<file path="config.mk">
export PLATFORM = sky130hd
export DESIGN_NAME = busarb_core
export DESIGN_NICKNAME = d
export VERILOG_FILES = /design/src/rtl/busarb_pkg.sv /design/src/rtl/busarb_rr_pick.sv /design/src/rtl/busarb_idle_mon.sv /design/src/rtl/busarb_core.sv
export SDC_FILE = /design/constraint.sdc
export NUM_CORES = 1
export LEC_CHECK = 0
export BUFFER_PORTS_ARGS = -buffer_cell sky130_fd_sc_hd__clkbuf_2
export CAP_MARGIN = 0
export CORE_MARGIN = 10
export CORE_UTILIZATION = 30
export CTS_BUF_LIST = sky130_fd_sc_hd__clkbuf_8
export CTS_CLUSTER_DIAMETER = 200
export DETAILED_ROUTE_END_ITERATION = 8
export GPL_ROUTABILITY_DRIVEN = 0
export PLACE_DENSITY = 0.58
export SLEW_MARGIN = 20
export SYNTH_ARGS = -nofsm -noshare
export SYNTH_HDL_FRONTEND = slang
export SYNTH_HIERARCHICAL = 1
export SYNTH_SLANG_ARGS = --single-unit
</file>
<file path="constraint.sdc">
create_clock -name clk -period 3.7 [get_ports clk]
set_clock_uncertainty 0.05 [all_clocks]
set_input_delay 0.37 -clock clk [delete_from_list [all_inputs] [get_ports clk]]
set_output_delay 0.37 -clock clk [all_outputs]
set_load 0.1 [all_outputs]
</file>
<file path="src/rtl/busarb_pkg.sv">
package busarb_pkg;
    typedef enum logic {
        ARB_OPEN = 1'b0,
        ARB_HELD = 1'b1
    } arb_phase_e;
endpackage

</file>
<file path="src/rtl/busarb_rr_pick.sv">
module busarb_rr_pick #(
    parameter int NUM_M = 7,
    localparam int IW = (NUM_M > 1) ? $clog2(NUM_M) : 1
) (
    input  logic [NUM_M-1:0] req,
    input  logic [IW-1:0]    last,
    output logic             found,
    output logic [IW-1:0]    pick
);
    int pos;

    always_comb begin
        found = 1'b0;
        pick  = '0;
        pos   = 0;
        for (int off = 1; off <= NUM_M; off++) begin
            pos = int'(last) + off;
            if (pos >= NUM_M) begin
                pos = pos - NUM_M;
            end
            if (!found && req[pos]) begin
                found = 1'b1;
                pick  = IW'(pos);
            end
        end
    end
endmodule

</file>
<file path="src/rtl/busarb_idle_mon.sv">
module busarb_idle_mon (
    input  logic clk,
    input  logic rst_n,
    input  logic frame_n,
    input  logic irdy_n,
    output logic idle
);
    logic idle_d, idle_q;

    always_comb begin
        idle_d = frame_n & irdy_n;
    end

    always_ff @(posedge clk) begin
        if (!rst_n) begin
            idle_q <= 1'b0;
        end else begin
            idle_q <= idle_d;
        end
    end

    assign idle = idle_q;

    // free only when both control lines were high at the previous edge
    assert_idle_both_R7: assert property (@(posedge clk) disable iff (!rst_n)
        (!frame_n || !irdy_n) |=> !idle);
endmodule

</file>
<file path="src/rtl/busarb_core.sv">
module busarb_core #(
    parameter int NUM_M = 7,
    localparam int IW = (NUM_M > 1) ? $clog2(NUM_M) : 1
) (
    input  logic             clk,
    input  logic             rst_n,
    input  logic [NUM_M-1:0] req_n,
    input  logic             frame_n,
    input  logic             irdy_n,
    output logic [NUM_M-1:0] gnt_n,
    output logic             bus_idle
);
    import busarb_pkg::*;

    typedef struct packed {
        arb_phase_e    phase;
        logic [IW-1:0] owner;
        logic [IW-1:0] last;
    } arb_state_t;

    arb_state_t      st_d, st_q;
    logic [NUM_M-1:0] req_act;
    logic [NUM_M-1:0] grant_vec;
    logic             pick_found;
    logic [IW-1:0]    pick_idx;

    assign req_act = ~req_n;

    busarb_rr_pick #(.NUM_M(NUM_M)) u_pick (
        .req   (req_act),
        .last  (st_q.last),
        .found (pick_found),
        .pick  (pick_idx)
    );

    busarb_idle_mon u_idle (
        .clk     (clk),
        .rst_n   (rst_n),
        .frame_n (frame_n),
        .irdy_n  (irdy_n),
        .idle    (bus_idle)
    );

    always_comb begin
        st_d = st_q;
        if (st_q.phase == ARB_HELD) begin
            if (!req_act[st_q.owner]) begin
                st_d.phase = ARB_OPEN;
            end
        end else if (pick_found) begin
            st_d.phase = ARB_HELD;
            st_d.owner = pick_idx;
            st_d.last  = pick_idx;
        end
    end

    always_ff @(posedge clk) begin
        if (!rst_n) begin
            st_q.phase <= ARB_OPEN;
            st_q.owner <= '0;
            st_q.last  <= IW'(NUM_M - 1);
        end else begin
            st_q <= st_d;
        end
    end

    for (genvar g = 0; g < NUM_M; g++) begin : g_grant
        assign grant_vec[g] = (st_q.phase == ARB_HELD) && (st_q.owner == IW'(g));
    end

    assign gnt_n = ~grant_vec;

    assert_one_grant_R2: assert property (@(posedge clk) disable iff (!rst_n)
        $onehot0(~gnt_n));

    assert_grant_to_requester_R3: assert property (@(posedge clk) disable iff (!rst_n)
        (grant_vec != '0 && $past(grant_vec) == '0) |-> (($past(req_act) & grant_vec) != '0));

    assert_grant_hold_R4: assert property (@(posedge clk) disable iff (!rst_n)
        ((grant_vec & req_act) != '0) |=> (grant_vec == $past(grant_vec)));

    assert_drop_release_R5: assert property (@(posedge clk) disable iff (!rst_n)
        (grant_vec != '0 && (grant_vec & req_act) == '0) |=> (grant_vec == '0));

    assert_handoff_gap_R5: assert property (@(posedge clk) disable iff (!rst_n)
        (grant_vec != '0) |=> (grant_vec == '0 || grant_vec == $past(grant_vec)));

    assert_no_req_no_grant_R6: assert property (@(posedge clk) disable iff (!rst_n)
        (req_act == '0 && grant_vec == '0) |=> (grant_vec == '0));

    assert_idle_seen_R7: assert property (@(posedge clk) disable iff (!rst_n)
        (frame_n && irdy_n) |=> bus_idle);
endmodule

</file>
# Word-level counts from Yosys, hierarchy flattened
# Cells that the tools add are included.
# totals
inputBits	11
output_inout_bits	8
wordCells	111
ff_bits	8
# classes
n_lt_le_gt_ge	15
bitwise_logic	4
n_reduce_logical	21
n_eq_ne	6
add_sub_neg	14
muxes	47
# ops
op	n
32-bit by 4-bit greater-or-equal comparator with 1-bit output, second input constant	7
32-bit by 5-bit < comparator with 1-bit output, second input constant	7
32-bit 2-to-1 mux	7
32-bit by 4-bit subtractor with 32-bit output, second input constant	7
1-bit binary-select mux with 3-bit select	8
1-bit 2-to-1 mux	24
3-bit 2-to-1 mux	7
3-bit by 3-bit adder with 4-bit output, second input constant	4
7-bit NOT	2
1-bit logical AND	13
3-bit equality test, second input constant	3
3-bit by 2-bit adder with 4-bit output, second input constant	2
7-bit 2-to-1 mux	1
3-bit by 2-bit equality test with 1-bit output, second input constant	2
1-bit logical NOT	6
3-bit by 1-bit adder with 4-bit output, second input constant	1
3-bit by 4-bit < comparator with 1-bit output, second input constant	1
3-bit by 1-bit equality test with 1-bit output, second input constant	1
3-bit logical NOT	1
2-bit AND reduction	1
1-bit AND	1
1-bit NOT	1

# Logic depth before layout (Yosys ltp)
# Gate-level depths: netlist of run 1.
# depth
depth_word	27
depth_mapped	15

# Cells and area by module
# The synthesis of run 1 kept the hierarchy.
# modules_own_cells
mod	cells_each	area_per_inst_um2	instances
busarb_rr_pick	247	1786.7	1
busarb_core	49	374.1	1
busarb_idle_mon	2	26.3	1

# Worst setup path after synthesis of run 1
# Ideal clock, no wire load.
# synth_timing
kind	register to register
startpoint	register st_q[2] (netlist name)
endpoint	register st_q[6] (netlist name)
path_stages_with_launch	14
period_less_slack_ns	3.569
t_arrival_ns	3.402
setup_ns	0.117
slack_ns	0.131
path_buffers	1
required_ns	3.533
cell_sequence	dfxtp_1 -> buf_6 -> inv_1 -> ha_1 -> or4b_4 -> nand2_1 -> mux2_2 -> a221oi_4 -> o31ai_2 -> nor4_2 -> nand2b_1 -> nand2b_1 -> o21ai_0 -> a32o_1
# synth_via
elab_chain_cells	27
word_cells_on_any_way	70
classes_between	14 x add/sub; 7 x order compare; 37 x mux; 12 x reduce/logical
# synth_rtl
element	line	source
3-bit by 1-bit adder with 4-bit output	busarb_rr_pick.sv:17	pos = int'(last) + off;
32-bit by 4-bit subtractor with 32-bit output or 32-bit by 4-bit greater-or-equal comparator with 1-bit output (tied branches)	busarb_rr_pick.sv:19, busarb_rr_pick.sv:18	
32-bit 2-to-1 mux	busarb_rr_pick.sv:18	if (pos >= NUM_M) begin
1-bit binary-select mux with 3-bit select	busarb_rr_pick.sv:21	if (!found && req[pos]) begin
1-bit 2-to-1 mux (implied by the code) (2 in a row)	busarb_rr_pick.sv:21	
1-bit 2-to-1 mux	busarb_rr_pick.sv:21	
1-bit logical NOT	busarb_rr_pick.sv:21	
1-bit logical AND	busarb_rr_pick.sv:21	
[... 11 more ...]	--	
1-bit logical AND	busarb_rr_pick.sv:21	
1-bit 2-to-1 mux	busarb_rr_pick.sv:21	
1-bit logical NOT	busarb_rr_pick.sv:21	
1-bit logical AND	busarb_rr_pick.sv:21	
1-bit 2-to-1 mux (*)	busarb_rr_pick.sv:21	
via pick_found	busarb_core.sv:24	logic pick_found;
7-bit 2-to-1 mux (*)	busarb_core.sv:50	end else if (pick_found) begin
1-bit 2-to-1 mux (*)	busarb_core.sv:46	if (st_q.phase == ARB_HELD) begin
to (signal assigned)	busarb_core.sv:63	st_q <= st_d;
to (decl)	busarb_core.sv:21	arb_state_t st_d, st_q;
# The timed path passes the listed nets; every way through them passes the cells marked *. The select of a mux whose other input is x is not followed.
# A chain may end at the register's enable or synchronous reset.

# Worst setup path after layout of run 1
# layout_timing
startpoint	register st_q[3] (netlist name)
endpoint	register st_q[6] (netlist name)
# layout_via
elab_chain_cells	4
# layout_rtl
element	line	source
1-bit binary-select mux with 3-bit select	busarb_core.sv:47	if (!req_act[st_q.owner]) begin
1-bit 2-to-1 mux (implied by the code)	busarb_core.sv:47	
1-bit 2-to-1 mux	busarb_core.sv:47	
1-bit 2-to-1 mux	busarb_core.sv:46	
# No other way between the ends. The select of a mux whose other input is x is not followed.

==> results of run 1 <==
[cells in the final DEF, fill, tap and decap left out, types with 2 or more instances in the layout]
cell type	instances
nand3_1	23
o21ai_0	21
nand2_1	19
buf_4	19
nor2_1	18
clkbuf_2	18
a21oi_1	17
inv_1	15
ha_1	12
nor2b_1	10
nor3_1	10
nand2b_1	8
mux2i_1	8
a21boi_0	7
dfxtp_1	7
and3_1	6
o22ai_1	6
mux2_2	5
a22oi_1	5
o211ai_1	4
a21o_1	4
a32o_1	3
clkbuf_8	3
nand4_1	3
nor3b_1	3
a31oi_1	3
a211oi_1	3
o211a_1	2
or3_1	2
o2bb2ai_1	2
o31ai_1	2
and3b_1	2
o21bai_1	2
o21ai_1	2
a221oi_4	2
a211oi_2	2
o2111ai_1	2
[worst max-delay path by stage]
stage / start / to
after floorplan: st_q[2] / st_q[6]
after detailed placement: st_q[3] / st_q[6]
final: st_q[3] / st_q[6]
after CTS: st_q[3] / st_q[6]
after global placement: st_q[3] / st_q[6]
after global routing: st_q[3] / st_q[6]
[critical path, delay by kind of cell, from the launching register on]
family / cells / cell delay (ps)
flops: 1 / 430
fa+ha+maj: 1 / 370
simple gates: 5 / 1290
compound gates: 5 / 900
buf+inv: 3 / 420
[metal layers]
| metal | global-route usage [%] | share of wire [%] | wire length, um | vias up |
|---|---|---|---|---|
| li1 | - | - | - | 1189 |
| met1 | 15.3 | 46 | 3200 | 1165 |
| met2 | 19.3 | 47 | 3270 | 104 |
| met3 | 1.22 | 4.7 | 330 | 16 |
| met4 | 5.39 | 2.9 | 201 | 0 |
| met5 | 0 | 0 | 0 | - |
[metrics by stage]
stage	util (%)	setup TNS, ps	instances
floorplan	-	0	298
global route	34.9	-18.5	424
CTS	34.6	0	424
detailed placement	34.0	0	420
global placement	34.0	0	420
finish	34.9	0	424
[flip-flops by register name, indices dropped and copies added (netlist names)]
signal / count
st_q: 6
u_idle/idle: 1
[logic make-up after synthesis]
kind of cell,Yosys count
simple gates,119
flops,7
xor+xnor,4
mux,15
buf+inv,30
fa+ha+maj,13
compound gates,110
[Yosys cell counts (2+ instances only)]
library cell   n  area [um2]
nand3_1       23         115
o21ai_0       21         105
nand2_1       19        71.3
nor2_1        18        67.6
a21oi_1       17        85.1
inv_1         14        52.6
ha_1          12         150
nor2b_1       10        62.6
nor3_1        10        50.1
mux2i_1        9        90.1
nand2b_1       8        50.1
a21boi_0       7        52.6
dfxtp_1        7         140
and3_1         6        37.5
o22ai_1        6        37.5
a22oi_1        5        37.5
buf_6          5        56.3
mux2_2         5        56.3
a21o_1         4        30.0
o211ai_1       4        30.0
a211oi_1       3        22.5
a31oi_1        3        18.8
a32o_1         3        30.0
buf_2          3        15.0
buf_4          3        22.5
clkbuf_1       3        11.3
nand4_1        3        18.8
nor3b_1        3        22.5
a211oi_2       2        25.0
a221oi_4       2        52.6
and3b_1        2        17.5
o2111ai_1      2        17.5
o211a_1        2        20.0
o21ai_1        2        10.0
o21bai_1       2        15.0
o2bb2ai_1      2        17.5
o31ai_1        2        15.0
or3_1          2        12.5
xnor2_1        2        17.5
[layout make-up]
class / instances / area, um2 / share of cell area (%)
Clock buffer: 3 / 41.3 / 1.65
Clock inverter: 1 / 3.75 / 0.150
Multi-Input combinational cell: 261 / 1910 / 76.0
Timing Repair Buffer: 37 / 233 / 9.28
Inverter: 16 / 60.1 / 2.40
Tap cell: 99 / 124 / 4.94
Sequential cell: 7 / 140 / 5.59
==> flow_metrics.env, run 1 <==
export IMPL_synthAdderAreaFrac_pct=7.78
export IMPL_hold_buffers=0
export IMPL_hold_violations=0
export IMPL_worstMarginPinSlew_ps=560
export IMPL_n_fill_cell=777
export IMPL_clk_pin_slew_ps=40
export IMPL_critical_path_cell_chain="buf_4 -> inv_2 -> ha_1 -> buf_4 -> or2_1 -> a21oi_1 -> nor3_1 -> a22oi_1 -> a21o_1 -> nor4_4 -> nand2b_1 -> nand2b_1 -> o21ai_0 -> a32o_1"
export IMPL_synth_seq_cells=7
export IMPL_fin_crit_sh_pct=96.7
export IMPL_num_vias=2474
export IMPL_fmaxAchievable_ghz=0.279
export IMPL_cts_root_buffer="clkbuf_8"
export IMPL_postCtsSetupRepairBufs=0
export IMPL_clkLatencyLatePin_ps=230
export IMPL_fin_nets=350
export IMPL_slew_headroom_pct=62.4
export IMPL_r2r_cells=14
export IMPL_yosys_area_share_simple_pct=30.8
export IMPL_fin_area_um2=2510
export IMPL_cts_resized=0
export IMPL_hp_class="in2reg"
export IMPL_slowest_delay_ps=430
export IMPL_portBuffers=18
export IMPL_die_area_um2=11100
export IMPL_cp_start_kind="flop"
export IMPL_finalSetupViolCount=0
export IMPL_min_period_ps=3580
export IMPL_rows=31
export IMPL_globalRouteTotalUtil_pct=11.8
export IMPL_grt_pass1_wl_um=11300
export IMPL_synth_edff_count=0
export IMPL_die_y_um=105
export IMPL_drt_iter0_markers=228
export IMPL_synth_ff_type="dfxtp_1"
export IMPL_viasPerCell=5.83
export IMPL_arrival_ps=3640
export IMPL_slew_viol_final=0
export IMPL_ys_types=81
export IMPL_status="complete, no violations"
export IMPL_fin_hold_ws_ps=316
export IMPL_maxCapViolCount=0
export IMPL_dp_worst_setup_slack_ps=99.3
export IMPL_ant_nets=0
export IMPL_timing_rr_end="st_q[6]"
export IMPL_h_tree_depth=1
export IMPL_wl_per_cell_um=16.5
export IMPL_cts_made_buffers=3
export IMPL_drt_pass1_iterations=5
export IMPL_drive_above_1_share_pct=20.6
export IMPL_grt_overflow_total=0
export IMPL_cp_end_kind="flop"
export IMPL_min_from="irdy_n"
export IMPL_drc=0
export IMPL_synthesis_instances=298
export IMPL_cts_tree="done"
export IMPL_synthesis_yosys_warnings=6
export IMPL_syn_to_final_growth_pct=14.6
export IMPL_io_pins=19
export IMPL_synthesis_nets=322
export IMPL_holdPathStages=2
export IMPL_cp_slowest_cell="dfxtp_1"
export IMPL_synth_xor_area_share_pct=1.95
export IMPL_synth_top_family_by_area="compound AO/OA/AOI/OAI gates"
export IMPL_placed_area_um2=2440
export IMPL_place_detailed_hpwl_um=5260
export IMPL_die_w_um=105
export IMPL_cts_sinks=7
export IMPL_core_area_um2=7180
export IMPL_r2r_start="st_q[3]"
export IMPL_synth_compound_gate_area_share_pct=38.2
export IMPL_grt_pass1_vias=2321
export IMPL_antenna_found_initial=0
export IMPL_crit_path_max_fanout=9
export IMPL_min_to="u_idle/idle"
export IMPL_avgSynthCellArea_um2=7.34
export IMPL_synth_mux_area_share_pct=7.38
export IMPL_reg2reg_slack_ps=120
export IMPL_antennaDiodeCount=0
export IMPL_grt_max_degree=36
export IMPL_finalWorstSetupSlack_ps=121
export IMPL_initial_core_util_pct=30.5
export IMPL_crit_type="reg2reg"
export IMPL_cts_buffer_depth=2
export IMPL_wl_um=7010
export IMPL_syn_area_um2=2190
export IMPL_async_flop_share_pct=0
export IMPL_seq_area_frac_synth_pct=6.41
export IMPL_required_ps=3770
Power of run 1 is left out: the tool's default activity adds up to more than one toggle a clock period on the data nets, which glitch-free logic cannot reach.
==> run 2, diff against run 1 <==
==> constraint.sdc (replaced) <==
create_clock -name clk -period 3.1 [get_ports clk]
set_clock_uncertainty 0.05 [all_clocks]
set_input_delay 0.31 -clock clk [delete_from_list [all_inputs] [get_ports clk]]
set_output_delay 0.31 -clock clk [all_outputs]
set_load 0.1 [all_outputs]
==> flow_metrics.env, run 2 (synthesized netlist as in run 1, its figures left out) <==
export IMPL_die_y_um=105
export IMPL_rows=31
export IMPL_hp_class="in2reg"
export IMPL_portBuffers=18
export IMPL_slowest_delay_ps=500
export IMPL_num_vias=2601
export IMPL_grt_overflow_total=0
export IMPL_core_area_um2=7180
export IMPL_globalRouteTotalUtil_pct=13.1
export IMPL_cts_tree="done"
export IMPL_die_w_um=105
export IMPL_wl_um=7380
export IMPL_min_period_ps=3210
export IMPL_fin_crit_sh_pct=103
export IMPL_grtUsageMet3_pct=1.16
export IMPL_drc=0
export IMPL_cts_root_buffer="clkbuf_8"
export IMPL_slew_viol_final=0
export IMPL_r2r_start="st_q[3]"
export IMPL_wl_per_cell_um=15.8
export IMPL_grt_pass1_wl_um=12500
export IMPL_worstMarginPinSlew_ps=547
export IMPL_clk_pin_slew_ps=40
export IMPL_startpoint="st_q[3]"
export IMPL_post_route_util_pct=42.2
export IMPL_cts_buffer_depth=2
export IMPL_syn_to_final_growth_pct=38.3
export IMPL_n_fill_cell=727
export IMPL_io_pins=19
export IMPL_cp_slowest_cell="or4b_4"
export IMPL_violations="setup timing"
export IMPL_finalSetupTns_ps=-414
export IMPL_grt_pass1_vias=2640
export IMPL_ant_nets=0
export IMPL_h_tree_depth=1
export IMPL_die_area_um2=11100
export IMPL_reg2reg_slack_ps=-110
export IMPL_status="complete, but fails checks"
export IMPL_finalSetupViolCount=6
export IMPL_final_cell_mix="buf_4, nand3_1, o21ai_0"
export IMPL_cp_start_kind="flop"
export IMPL_maxCapViolCount=0
export IMPL_dp_worst_setup_slack_ps=-189
export IMPL_fin_hold_ws_ps=262
export IMPL_cts_sinks=7
export IMPL_use_met2_pct=22.6
export IMPL_grt_busiest_layer="met2"
export IMPL_finalWorstSetupSlack_ps=-108
export IMPL_crit_path_max_fanout=6
export IMPL_critical_path_cell_chain="ha_4 -> ha_4 -> or4b_4 -> nand2_4 -> mux2_4 -> a221oi_4 -> o31ai_4 -> nor4_4 -> nand2b_1 -> nand2b_1 -> o21ai_1 -> a32o_1"
export IMPL_layout_commonest_cell="buf_4"
export IMPL_antennaDiodeCount=0
export IMPL_place_detailed_hpwl_um=5780
export IMPL_required_ps=3170
export IMPL_arrival_ps=3280
export IMPL_clkLatencyLatePin_ps=230
export IMPL_hold_violations=0
export IMPL_crit_type="reg2reg"
export IMPL_grtUsageMet1_pct=16.3
export IMPL_largest_register="st_q"
export IMPL_rsz0062_at_grt="yes"
export IMPL_cts_made_buffers=3
export IMPL_fmaxAchievable_ghz=0.312
export IMPL_viasPerCell=5.58
export IMPL_initial_core_util_pct=30.5
export IMPL_drt_pass1_iterations=5
export IMPL_antenna_found_initial=0
export IMPL_hold_buffers=0
export IMPL_slew_headroom_pct=63.7
export IMPL_min_from="irdy_n"
export IMPL_drt_iter0_markers=195
export IMPL_largest_register_ffs=6
export IMPL_grt_max_degree=23
export IMPL_cp_end_kind="flop"
export IMPL_fin_nets=392
export IMPL_drive_above_1_share_pct=38.1
## run 2: path summary, 6_finish.rpt
| check | endpoint | cells past startpoint |
|---|---|---|
| max reg2reg | st_q[6] | 12 |
| min reg2reg | st_q[1] | 2 |
| max | st_q[6] | 12 |
| min | u_idle/idle | 2 |
## run 2: worst max-delay path: cells and delay by family (launching register included)
family                     cells  cell delay (ps)
DFF                            1              370
AOI/OAI and AO/OA              4              800
and+or+nand+nor                5             1220
adders and majority gates      2              330
muxes                          1              310
## run 2: cell type report
class,count,area (um2),share of cell area (%)
multi-input combinational,261,2050,67.8
timing repair buffer,79,583,19.3
sequential,7,151,5.00
tap,99,124,4.09
inverter,16,68.8,2.27
clock buffer,3,41.3,1.36
clock inverter,1,5.00,0.165
## run 2: layer usage
layer	up-vias	routed length, um	part of all wire, %
li1	1279	-	-
met1	1237	3360	46
met2	69	3550	48
met3	16	249	3.4
met4	0	218	3.0
met5	-	0	0
## run 2: what timing repair did
item,CTS,global route
pin swaps,10,5
cloned,0,0
hold endpoints to repair,0,0
buffers inserted,5,1
gates resized for setup,28,11
endpoints found under the setup margin,6,6
## run 2: stage by stage
step,cells,cell area [um2]
finish,466,3030
global route,466,3030
CTS,465,2990
detailed placement,456,2800
global placement,456,2800
floorplan,298,2270
Power of run 2 is left out for the same reason.
==> run 3, diff against run 2 <==
==> constraint.sdc (replaced) <==
create_clock -name clk -period 2.9 [get_ports clk]
set_clock_uncertainty 0.05 [all_clocks]
set_input_delay 0.29 -clock clk [delete_from_list [all_inputs] [get_ports clk]]
set_output_delay 0.29 -clock clk [all_outputs]
set_load 0.1 [all_outputs]
==> flow_metrics.env, run 3 (synthesized netlist as in run 1, its figures left out) <==
export IMPL_io_pins=19
export IMPL_grt_max_degree=22
export IMPL_slew_headroom_pct=63.5
export IMPL_crit_path_max_fanout=6
export IMPL_final_cell_mix="buf_4, nand3_1, clkbuf_2"
export IMPL_finalWorstSetupSlack_ps=-257
export IMPL_grt_pass1_vias=2582
export IMPL_hp_class="in2reg"
export IMPL_rsz0062_at_grt="yes"
export IMPL_syn_to_final_growth_pct=51.2
export IMPL_ant_nets=0
export IMPL_fmaxAchievable_ghz=0.317
export IMPL_initial_core_util_pct=30.5
export IMPL_finalSetupViolCount=6
export IMPL_fin_hold_ws_ps=255
export IMPL_arrival_ps=3260
export IMPL_holdPathStages=2
export IMPL_viasPerCell=5.51
export IMPL_hold_violations=0
export IMPL_cts_made_buffers=3
export IMPL_core_area_um2=7180
export IMPL_drt_pass1_iterations=4
export IMPL_r2r_cells=13
export IMPL_h_tree_depth=1
export IMPL_cts_root_buffer="clkbuf_8"
export IMPL_drt_iter0_markers=157
export IMPL_die_area_um2=11100
export IMPL_cp_start_kind="flop"
export IMPL_num_vias=2710
export IMPL_clk_pin_slew_ps=40
export IMPL_drc=0
export IMPL_layout_commonest_cell="buf_4"
export IMPL_wl_um=8030
export IMPL_largest_register="st_q"
export IMPL_violations="setup timing"
export IMPL_fin_nets=418
export IMPL_grt_overflow_total=0
export IMPL_largest_register_ffs=6
export IMPL_die_y_um=105
export IMPL_status="complete, but fails checks"
export IMPL_required_ps=3000
export IMPL_dp_worst_setup_slack_ps=-376
export IMPL_globalRouteTotalUtil_pct=13.4
export IMPL_fin_crit_sh_pct=109
export IMPL_cts_buffer_depth=2
export IMPL_maxCapViolCount=0
export IMPL_startpoint="st_q[3]"
export IMPL_wl_per_cell_um=16.3
export IMPL_place_detailed_hpwl_um=6140
export IMPL_rows=31
export IMPL_clkLatencyLatePin_ps=230
export IMPL_cp_end_kind="flop"
export IMPL_die_w_um=105
export IMPL_grt_pass1_wl_um=12700
export IMPL_cts_tree="done"
export IMPL_drive_above_1_share_pct=44.5
export IMPL_r2r_start="st_q[3]"
export IMPL_antennaDiodeCount=0
export IMPL_min_from="irdy_n"
export IMPL_finalSetupTns_ps=-1360
export IMPL_antenna_found_initial=0
export IMPL_worstMarginPinSlew_ps=550
export IMPL_crit_type="reg2reg"
export IMPL_slew_viol_final=0
export IMPL_min_period_ps=3160
export IMPL_cts_sinks=7
export IMPL_portBuffers=18
## run 3: changes by cell type in the layout (fill, tap and decap cells not counted), moves of 3 or more
cell     change
buf_6        +3
o21ai_0      -4
buf_4       +23
mux2i_2      +3
mux2i_1      -3
## run 3: worst paths after layout
path | to | slack [ps]
hold / removal | u_idle/idle | 250
setup / recovery | st_q[5] | -260
setup reg to reg | st_q[5] | -260
hold reg to reg | st_q[1] | 490
## run 3: layer usage
layer | vias to the layer above | track usage, % | routed length, um
li1 | 1336 | - | -
met1 | 1266 | 16.4 | 3470
met2 | 88 | 23.2 | 3970
met3 | 20 | 1.22 | 346
met4 | 0 | 5.59 | 235
met5 | - | 0 | 0
## run 3: critical path, cell delays in order, from the launching register on
cell and delay (ps):
dfxtp_4 370, ha_4 170, ha_4 150, or4b_4 500
nand2_4 90, mux2_4 310, a221oi_4 320, buf_4 190
o21ai_0 80, a211oi_1 280, a221oi_2 130, a21boi_1 180
nand2_1 100, a21boi_1 150
## run 3: what timing repair did
action                     in CTS  in global routing
gates resized for setup        22                 38
hold buffers                    0                  0
pin swaps                      10                 15
hold endpoints to repair        0                  0
setup endpoints to repair       6                  6
buffers inserted                4                  6
## run 3: layout make-up
class	instances	area, um2
clock buffer	3	41.3
clock inverter	1	3.75
fill	686	3870
inverter	16	73.8
multi-input combinational	261	2120
sequential	7	151
tap	99	124
timing repair buffer	105	790
## run 3: metrics by stage
| stage | util [%] | std cells | instance area, um2 |
|---|---|---|---|
| finish | 46.1 | 492 | 3310 |
| global route | 46.1 | 492 | 3310 |
| CTS | 43.4 | 486 | 3120 |
| detailed placement | 41.3 | 478 | 2960 |
| global placement | 41.3 | 478 | 2960 |
| floorplan | - | 298 | 2270 |
Power of run 3 is left out for the same reason.
